--- src/rtl/march_x_pkg.sv ---
package march_x_pkg;

   typedef enum logic [2:0] {
      ST_IDLE,
      ST_FILL,
      ST_READ,
      ST_CHECK,
      ST_BACK,
      ST_END
   } mx_state_t;

   typedef enum logic [1:0] {
      EL_FILL0   = 2'd0,
      EL_UP_R0W1 = 2'd1,
      EL_DN_R1W0 = 2'd2,
      EL_UP_R0   = 2'd3
   } mx_elem_t;

   localparam int NUM_WIN = 2;

endpackage

--- src/rtl/march_x_window.sv ---
module march_x_window #(
   parameter int ADDR_W = 8,
   parameter int LO     = 0,
   parameter int HI     = -1
) (
   output logic [ADDR_W-1:0] lo,
   output logic [ADDR_W-1:0] hi
);
   localparam int TOP = (1 << ADDR_W) - 1;

   assign lo = ADDR_W'(LO);

   generate
      if (HI < 0) begin : g_to_top
         assign hi = ADDR_W'(TOP);
      end else begin : g_fixed
         assign hi = ADDR_W'(HI);
      end
   endgenerate

endmodule

--- src/rtl/march_x_seq.sv ---
module march_x_seq
   import march_x_pkg::*;
#(
   parameter int ADDR_W = 8,
   parameter int DATA_W = 8,
   parameter int W0_LO  = 0,
   parameter int W0_HI  = 239,
   parameter int W1_LO  = 240,
   parameter int W1_HI  = -1
) (
   input  logic              clk,
   input  logic              rst_n,
   input  logic              start,
   input  logic              miscmp,
   output logic [ADDR_W-1:0] addr,
   output logic [DATA_W-1:0] wdata,
   output logic              we,
   output logic              re,
   output logic [DATA_W-1:0] expect_w,
   output logic              chk,
   output logic [1:0]        elem,
   output logic              part,
   output logic              launch,
   output logic              part_ok,
   output logic              busy
);
   localparam logic [DATA_W-1:0] ONES  = '1;
   localparam logic [DATA_W-1:0] ZEROS = '0;

   logic [ADDR_W-1:0] win_lo [NUM_WIN];
   logic [ADDR_W-1:0] win_hi [NUM_WIN];

   generate
      for (genvar w = 0; w < NUM_WIN; w++) begin : g_win
         march_x_window #(
            .ADDR_W (ADDR_W),
            .LO     ((w == 0) ? W0_LO : W1_LO),
            .HI     ((w == 0) ? W0_HI : W1_HI)
         ) u_win (
            .lo (win_lo[w]),
            .hi (win_hi[w])
         );
      end
   endgenerate

   mx_state_t         st_q, st_d;
   mx_elem_t          el_q, el_d;
   logic              pt_q, pt_d;
   logic [ADDR_W-1:0] ad_q, ad_d;
   logic [ADDR_W-1:0] lo, hi;
   logic              adv;

   assign lo = win_lo[pt_q];
   assign hi = win_hi[pt_q];

   always_comb begin
      st_d    = st_q;
      el_d    = el_q;
      pt_d    = pt_q;
      ad_d    = ad_q;
      adv     = 1'b0;
      launch  = 1'b0;
      part_ok = 1'b0;
      case (st_q)
         ST_IDLE, ST_END: begin
            if (start) begin
               launch = 1'b1;
               st_d   = ST_FILL;
               el_d   = EL_FILL0;
               pt_d   = 1'b0;
               ad_d   = win_lo[0];
            end
         end
         ST_FILL: begin
            if (ad_q == hi) begin
               el_d = EL_UP_R0W1;
               ad_d = lo;
               st_d = ST_READ;
            end else begin
               ad_d = ad_q + 1'b1;
            end
         end
         ST_READ:  st_d = ST_CHECK;
         ST_CHECK: begin
            if (miscmp)              st_d = ST_END;
            else if (el_q != EL_UP_R0) st_d = ST_BACK;
            else                     adv  = 1'b1;
         end
         ST_BACK:  adv  = 1'b1;
         default:  st_d = ST_IDLE;
      endcase

      if (adv) begin
         st_d = ST_READ;
         case (el_q)
            EL_UP_R0W1: begin
               if (ad_q == hi) el_d = EL_DN_R1W0;
               else            ad_d = ad_q + 1'b1;
            end
            EL_DN_R1W0: begin
               if (ad_q == lo) el_d = EL_UP_R0;
               else            ad_d = ad_q - 1'b1;
            end
            EL_UP_R0: begin
               if (ad_q == hi) begin
                  part_ok = 1'b1;
                  if (pt_q) begin
                     st_d = ST_END;
                  end else begin
                     pt_d = 1'b1;
                     el_d = EL_FILL0;
                     ad_d = win_lo[1];
                     st_d = ST_FILL;
                  end
               end else begin
                  ad_d = ad_q + 1'b1;
               end
            end
            default: st_d = ST_END;
         endcase
      end
   end

   always_ff @(posedge clk or negedge rst_n) begin
      if (!rst_n) begin
         st_q <= ST_IDLE;
         el_q <= EL_FILL0;
         pt_q <= 1'b0;
         ad_q <= '0;
      end else begin
         st_q <= st_d;
         el_q <= el_d;
         pt_q <= pt_d;
         ad_q <= ad_d;
      end
   end

   assign addr     = ad_q;
   assign we       = (st_q == ST_FILL) || (st_q == ST_BACK);
   assign re       = (st_q == ST_READ);
   assign chk      = (st_q == ST_CHECK);
   assign wdata    = ((st_q == ST_BACK) && (el_q == EL_UP_R0W1)) ? ONES : ZEROS;
   assign expect_w = (el_q == EL_DN_R1W0) ? ONES : ZEROS;
   assign elem     = el_q;
   assign part     = pt_q;
   assign busy     = (st_q != ST_IDLE) && (st_q != ST_END);

endmodule

--- src/rtl/march_x_judge.sv ---
module march_x_judge #(
   parameter int ADDR_W = 8,
   parameter int DATA_W = 8
) (
   input  logic              clk,
   input  logic              rst_n,
   input  logic              clear,
   input  logic              chk,
   input  logic [DATA_W-1:0] expect_w,
   input  logic [DATA_W-1:0] rdata,
   input  logic [ADDR_W-1:0] addr,
   input  logic [1:0]        elem,
   input  logic              part,
   input  logic              part_ok,
   output logic              miscmp,
   output logic              pass1,
   output logic              pass2,
   output logic              fail,
   output logic              done,
   output logic [ADDR_W-1:0] fail_addr,
   output logic [2:0]        fail_elem,
   output logic              fail_part,
   output logic [DATA_W-1:0] fail_data
);
   logic [DATA_W-1:0] diff;

   generate
      for (genvar b = 0; b < DATA_W; b++) begin : g_bit
         assign diff[b] = rdata[b] ^ expect_w[b];
      end
   endgenerate

   assign miscmp = chk && (|diff);

   always_ff @(posedge clk or negedge rst_n) begin
      if (!rst_n) begin
         pass1     <= 1'b0;
         pass2     <= 1'b0;
         fail      <= 1'b0;
         done      <= 1'b0;
         fail_addr <= '0;
         fail_elem <= '0;
         fail_part <= 1'b0;
         fail_data <= '0;
      end else if (clear) begin
         pass1     <= 1'b0;
         pass2     <= 1'b0;
         fail      <= 1'b0;
         done      <= 1'b0;
         fail_addr <= '0;
         fail_elem <= '0;
         fail_part <= 1'b0;
         fail_data <= '0;
      end else if (miscmp) begin
         fail      <= 1'b1;
         done      <= 1'b1;
         fail_addr <= addr;
         fail_elem <= {1'b0, elem} + 3'd1;
         fail_part <= part;
         fail_data <= rdata;
      end else if (part_ok) begin
         if (part) begin
            pass2 <= 1'b1;
            done  <= 1'b1;
         end else begin
            pass1 <= 1'b1;
         end
      end
   end

endmodule

--- src/rtl/march_x_bist.sv ---
module march_x_bist #(
   parameter int ADDR_W = 8,
   parameter int DATA_W = 8,
   parameter int W0_LO  = 0,
   parameter int W0_HI  = 239,
   parameter int W1_LO  = 240,
   parameter int W1_HI  = -1
) (
   input  logic              clk,
   input  logic              rst_n,
   input  logic              start,
   output logic [ADDR_W-1:0] mem_addr,
   output logic [DATA_W-1:0] mem_wdata,
   output logic              mem_we,
   output logic              mem_re,
   input  logic [DATA_W-1:0] mem_rdata,
   output logic              busy,
   output logic              done,
   output logic              pass1,
   output logic              pass2,
   output logic              fail,
   output logic [ADDR_W-1:0] fail_addr,
   output logic [2:0]        fail_elem,
   output logic              fail_part,
   output logic [DATA_W-1:0] fail_data
);
   localparam int TOP   = (1 << ADDR_W) - 1;
   localparam int HI1   = (W1_HI < 0) ? TOP : W1_HI;

   generate
      if (ADDR_W < 2 || ADDR_W > 24) begin : g_bad_aw
         $error("march_x_bist: ADDR_W out of range");
      end
      if (DATA_W < 1) begin : g_bad_dw
         $error("march_x_bist: DATA_W must be positive");
      end
      if (W0_LO < 0 || W0_LO > W0_HI || W0_HI > TOP) begin : g_bad_w0
         $error("march_x_bist: lower window bounds invalid");
      end
      if (W1_LO <= W0_HI || W1_LO > HI1 || HI1 > TOP) begin : g_bad_w1
         $error("march_x_bist: upper window bounds invalid or overlapping");
      end
   endgenerate

   logic              miscmp, chk, launch, part_ok, part;
   logic [1:0]        elem;
   logic [DATA_W-1:0] expect_w;

   march_x_seq #(
      .ADDR_W (ADDR_W),
      .DATA_W (DATA_W),
      .W0_LO  (W0_LO),
      .W0_HI  (W0_HI),
      .W1_LO  (W1_LO),
      .W1_HI  (W1_HI)
   ) u_seq (
      .clk      (clk),
      .rst_n    (rst_n),
      .start    (start),
      .miscmp   (miscmp),
      .addr     (mem_addr),
      .wdata    (mem_wdata),
      .we       (mem_we),
      .re       (mem_re),
      .expect_w (expect_w),
      .chk      (chk),
      .elem     (elem),
      .part     (part),
      .launch   (launch),
      .part_ok  (part_ok),
      .busy     (busy)
   );

   march_x_judge #(
      .ADDR_W (ADDR_W),
      .DATA_W (DATA_W)
   ) u_judge (
      .clk       (clk),
      .rst_n     (rst_n),
      .clear     (launch),
      .chk       (chk),
      .expect_w  (expect_w),
      .rdata     (mem_rdata),
      .addr      (mem_addr),
      .elem      (elem),
      .part      (part),
      .part_ok   (part_ok),
      .miscmp    (miscmp),
      .pass1     (pass1),
      .pass2     (pass2),
      .fail      (fail),
      .done      (done),
      .fail_addr (fail_addr),
      .fail_elem (fail_elem),
      .fail_part (fail_part),
      .fail_data (fail_data)
   );

endmodule

--- config.mk ---
export PLATFORM = sky130hd
export DESIGN_NAME = march_x_bist
export DESIGN_NICKNAME = d
export VERILOG_FILES = /design/src/rtl/march_x_pkg.sv /design/src/rtl/march_x_window.sv /design/src/rtl/march_x_seq.sv /design/src/rtl/march_x_judge.sv /design/src/rtl/march_x_bist.sv
export SDC_FILE = /design/constraint.sdc
export NUM_CORES = 1
export LEC_CHECK = 0
export ABC_AREA = 1
export BUFFER_PORTS_ARGS = -buffer_cell sky130_fd_sc_hd__buf_2
export CAP_MARGIN = 20
export CORE_ASPECT_RATIO = 0.5
export CORE_MARGIN = 1
export CORE_UTILIZATION = 55
export CTS_CLUSTER_DIAMETER = 200
export DETAILED_ROUTE_END_ITERATION = 12
export PLACE_DENSITY = 0.84
export SYNTH_ARGS = -nofsm -noshare
export SYNTH_HDL_FRONTEND = slang
export SYNTH_SLANG_ARGS = --single-unit
--- constraint.sdc ---
create_clock -name clk -period 2.45 [get_ports clk]
set_input_delay 0.49 -clock clk [delete_from_list [all_inputs] [get_ports clk]]
set_output_delay 0.49 -clock clk [all_outputs]
set_load 0.005 [all_outputs]
==> flow_metrics.py <==
metrics = {
    "drt": {
        "routed_wl_mm": 6.95,
        "avgRoutedWirePerCell_um": 14.5,
        "first_iter_violations": 200,
        "drc": 0,
        "vias": 2661,
        "ant_nets": 0,
        "vias_per_cell": 5.57,
        "drtPass1Iterations": 5,
    },
    "synthesis": {
        "netlist.area_leader.share": 0.363,
        "ys_types": 33,
        "synthTopCellsByArea": "dfrtp_1 36%, nand2_1 14%, nand3_1 8.8%",
        "yosys.area.top_type": "dfrtp_1",
        "ys.flop_type": "dfrtp_1",
        "yosysMostFrequentCell": "nand2_1",
        "ys_top_cells_by_count": "101 x nand2_1, 46 x nand3_1, 38 x dfrtp_1",
        "synthesis.nets": 386,
        "synth_edf_count": 0,
        "synthArstFlopShare": 1.00,
        "ys_warn_count": 0,
        "ys_ff_latch": 38,
        "postSynthCellCount": 368,
        "yosysSeqAreaShare": 0.363,
        "syn_area_um2": 2620,
        "synth.avg_cell_area_um2": 7.12,
    },
    "cts": {
        "postCtsHoldBufs": 0,
        "root_buffer": "clkbuf_8",
        "ctsHtreeMaxLevel": 2,
        "cts_made_buffers": 5,
        "clk_latency_ns": 0.31,
        "cts_setup_buffers": 0,
        "cts_buffer_depth": 2,
        "cts.sinks": 38,
        "tritoncts": "built",
        "clk_pin_slew_ns": 0.08,
        "cts_resized": 0,
    },
    "global_route": {
        "grt_max_degree": 39,
        "overflow": 0,
        "grt_pass1_wl_mm": 11.3,
        "antenna_found_initial": 0,
        "track_usage": 0.296,
        "grt_pass1_vias": 2397,
    },
    "finish": {
        "nFillCells": 376,
        "final-seq-area_um2": 951,
        "layout-drive-gt1-share": 0.235,
        "diodes": 0,
        "multi_input_area_um2": 1370,
        "area_delta_synth_final_pct": 12.2,
        "design_area_um2": 2940,
        "layout.nets": 429,
    },
    "placement": {
        "dpl_worst_slack_ns": 0.328,
        "place_hpwl_mm": 5.08,
        "port_buffers": 53,
        "globalplace.congestion": 0.930,
        "dpl_cell_area_um2": 2840,
    },
    "sta": {
        "worst_pin_slew_ns": 0.865,
        "rsz0062_at_grt": "false",
        "fmax_mhz": 452,
        "fin_crit_sh": 0.903,
        "max_slew_margin": 0.423,
        "report.final.slew_viol_count": 0,
        "hold_viol": 0,
        "period_minus_slack_ns": 2.21,
        "setup_ws_ns": 0.237,
        "clock_skew_ns": 0.00741,
        "setup_viol": 0,
        "fin_setup_tns_ns": 0,
    },
    "floorplan": {
        "num_rows": 17,
        "core_area_um2": 4490,
        "ios": 54,
        "initial_core_util": 0.584,
        "die-area_um2": 5060,
        "die_h_um": 50.8,
        "fp.dieW_um": 99.6,
    },
    "job": {
        "cap_violations": 0,
    },
    "power_and_ir_drop": {
        "power_density_nw_per_um2": 394,
        "p_leak_nw": 1.55,
        "ir_drop_mv": 0.225,
    },
    "worst_setup_path": {
        "crit_arrival_ns": 1.72,
        "crit_required_ns": 1.96,
        "reg2reg_from": "u_seq.elem[0]",
        "cp-start-kind": "flop",
        "crit_path_start": "u_seq.st_q[0]",
        "cp_max_fo": 8,
        "r2r_slack_ns": 0.25,
        "critical_path_class": "flop to output pin",
        "cp-end-kind": "output pin",
        "r2r-end": "u_judge.fail_addr[4]",
        "worst_r2r_path_depth": 10,
    },
    "worst_hold_path": {
        "hp-class": "primary input to asynchronous set/reset pin",
    },
    "run_status": {
        "status": "complete, no violations",
    },
}
[worst max-delay path by stage]
stage,depth (start not counted),slack [ns],end
after detailed placement,10,0.33,u_judge.pass1
after global routing,10,0.004,u_judge.fail_addr[1]
after floorplan,16,0.70,u_seq.elem[0]
after global placement,10,0.44,u_judge.pass1
final,4,0.24,mem_wdata[2]
after CTS,4,0.26,mem_wdata[2]
[sequential cells by signal, indices dropped and copies added, names as in the netlist]
name / flops
u_judge.fail_addr: 8
u_judge.fail_data: 8
u_seq.addr: 8
u_judge.fail_elem: 3
u_seq.st_q: 3
u_seq.elem: 2
u_judge.done: 1
u_judge.fail: 1
u_judge.fail_part: 1
u_judge.pass1: 1
u_judge.pass2: 1
u_seq.part: 1
[worst max-delay path, stage by stage (launching register included)]
cell and delay, ns:
dfrtp_1 0.46, inv_1 0.13, nand3_1 0.20, nor2_1 0.42, buf_2 0.20
[per-layer routing]
layer | share of wire | track usage | up-vias
met2 | 0.42 | 0.453 | 164
met3 | 0.11 | 0.0613 | 17
met5 | 0 | 0 | -
met4 | 0.023 | 0.145 | 0
li1 | - | - | 1263
met1 | 0.45 | 0.404 | 1217
[layout make-up]
class                           count  area share
Sequential cell                    38       0.324
Multi-Input combinational cell    268       0.466
Clock buffer                        6      0.0281
Tap cell                           66      0.0281
Timing Repair Buffer               54      0.0928
Clock inverter                      2     0.00426
Inverter                           44      0.0570
[layout by cell type (no fill, tap or decap), drive strengths merged]
cell        n
dfrtp      38
clkinv      1
nand3b      2
nand3      49
o22ai       1
ha          7
nand2     113
clkbuf      6
xor2        4
o21ai      32
nor2       33
nand4       6
inv        44
a21oi      12
a22o        1
buf        54
o211ai      1
clkinvlp    1
o21a        1
a31oi       1
nor3        4
xnor2       1
[through the flow]
step | util | hold slack [ns] | cells | power, mW
after floorplan | - | 0.194 | 368 | 0.663
after global placement | 0.634 | 0.464 | 470 | 0.696
after detailed placement | 0.634 | 0.469 | 470 | 0.696
after CTS | 0.655 | 0.319 | 478 | 1.16
after global routing | 0.655 | 0.372 | 478 | 1.19
final | 0.655 | 0.294 | 478 | 1.16
[report_power, final]
part / internal [mW] / total, mW / switching [mW]
combinational: 0.0169 / 0.0449 / 0.0280
clock: 0.226 / 0.475 / 0.249
sequential: 0.634 / 0.638 / 0.00377
total: 0.878 / 1.16 / 0.280
[cell families after synthesis]
group,share of synthesized area
fa+ha+maj,0.0334
compound gates,0.111
buf+inv,0.114
flops,0.363
xor+xnor,0.0167
simple gates,0.362
Note: power is estimated with default switching activity, not from simulation.
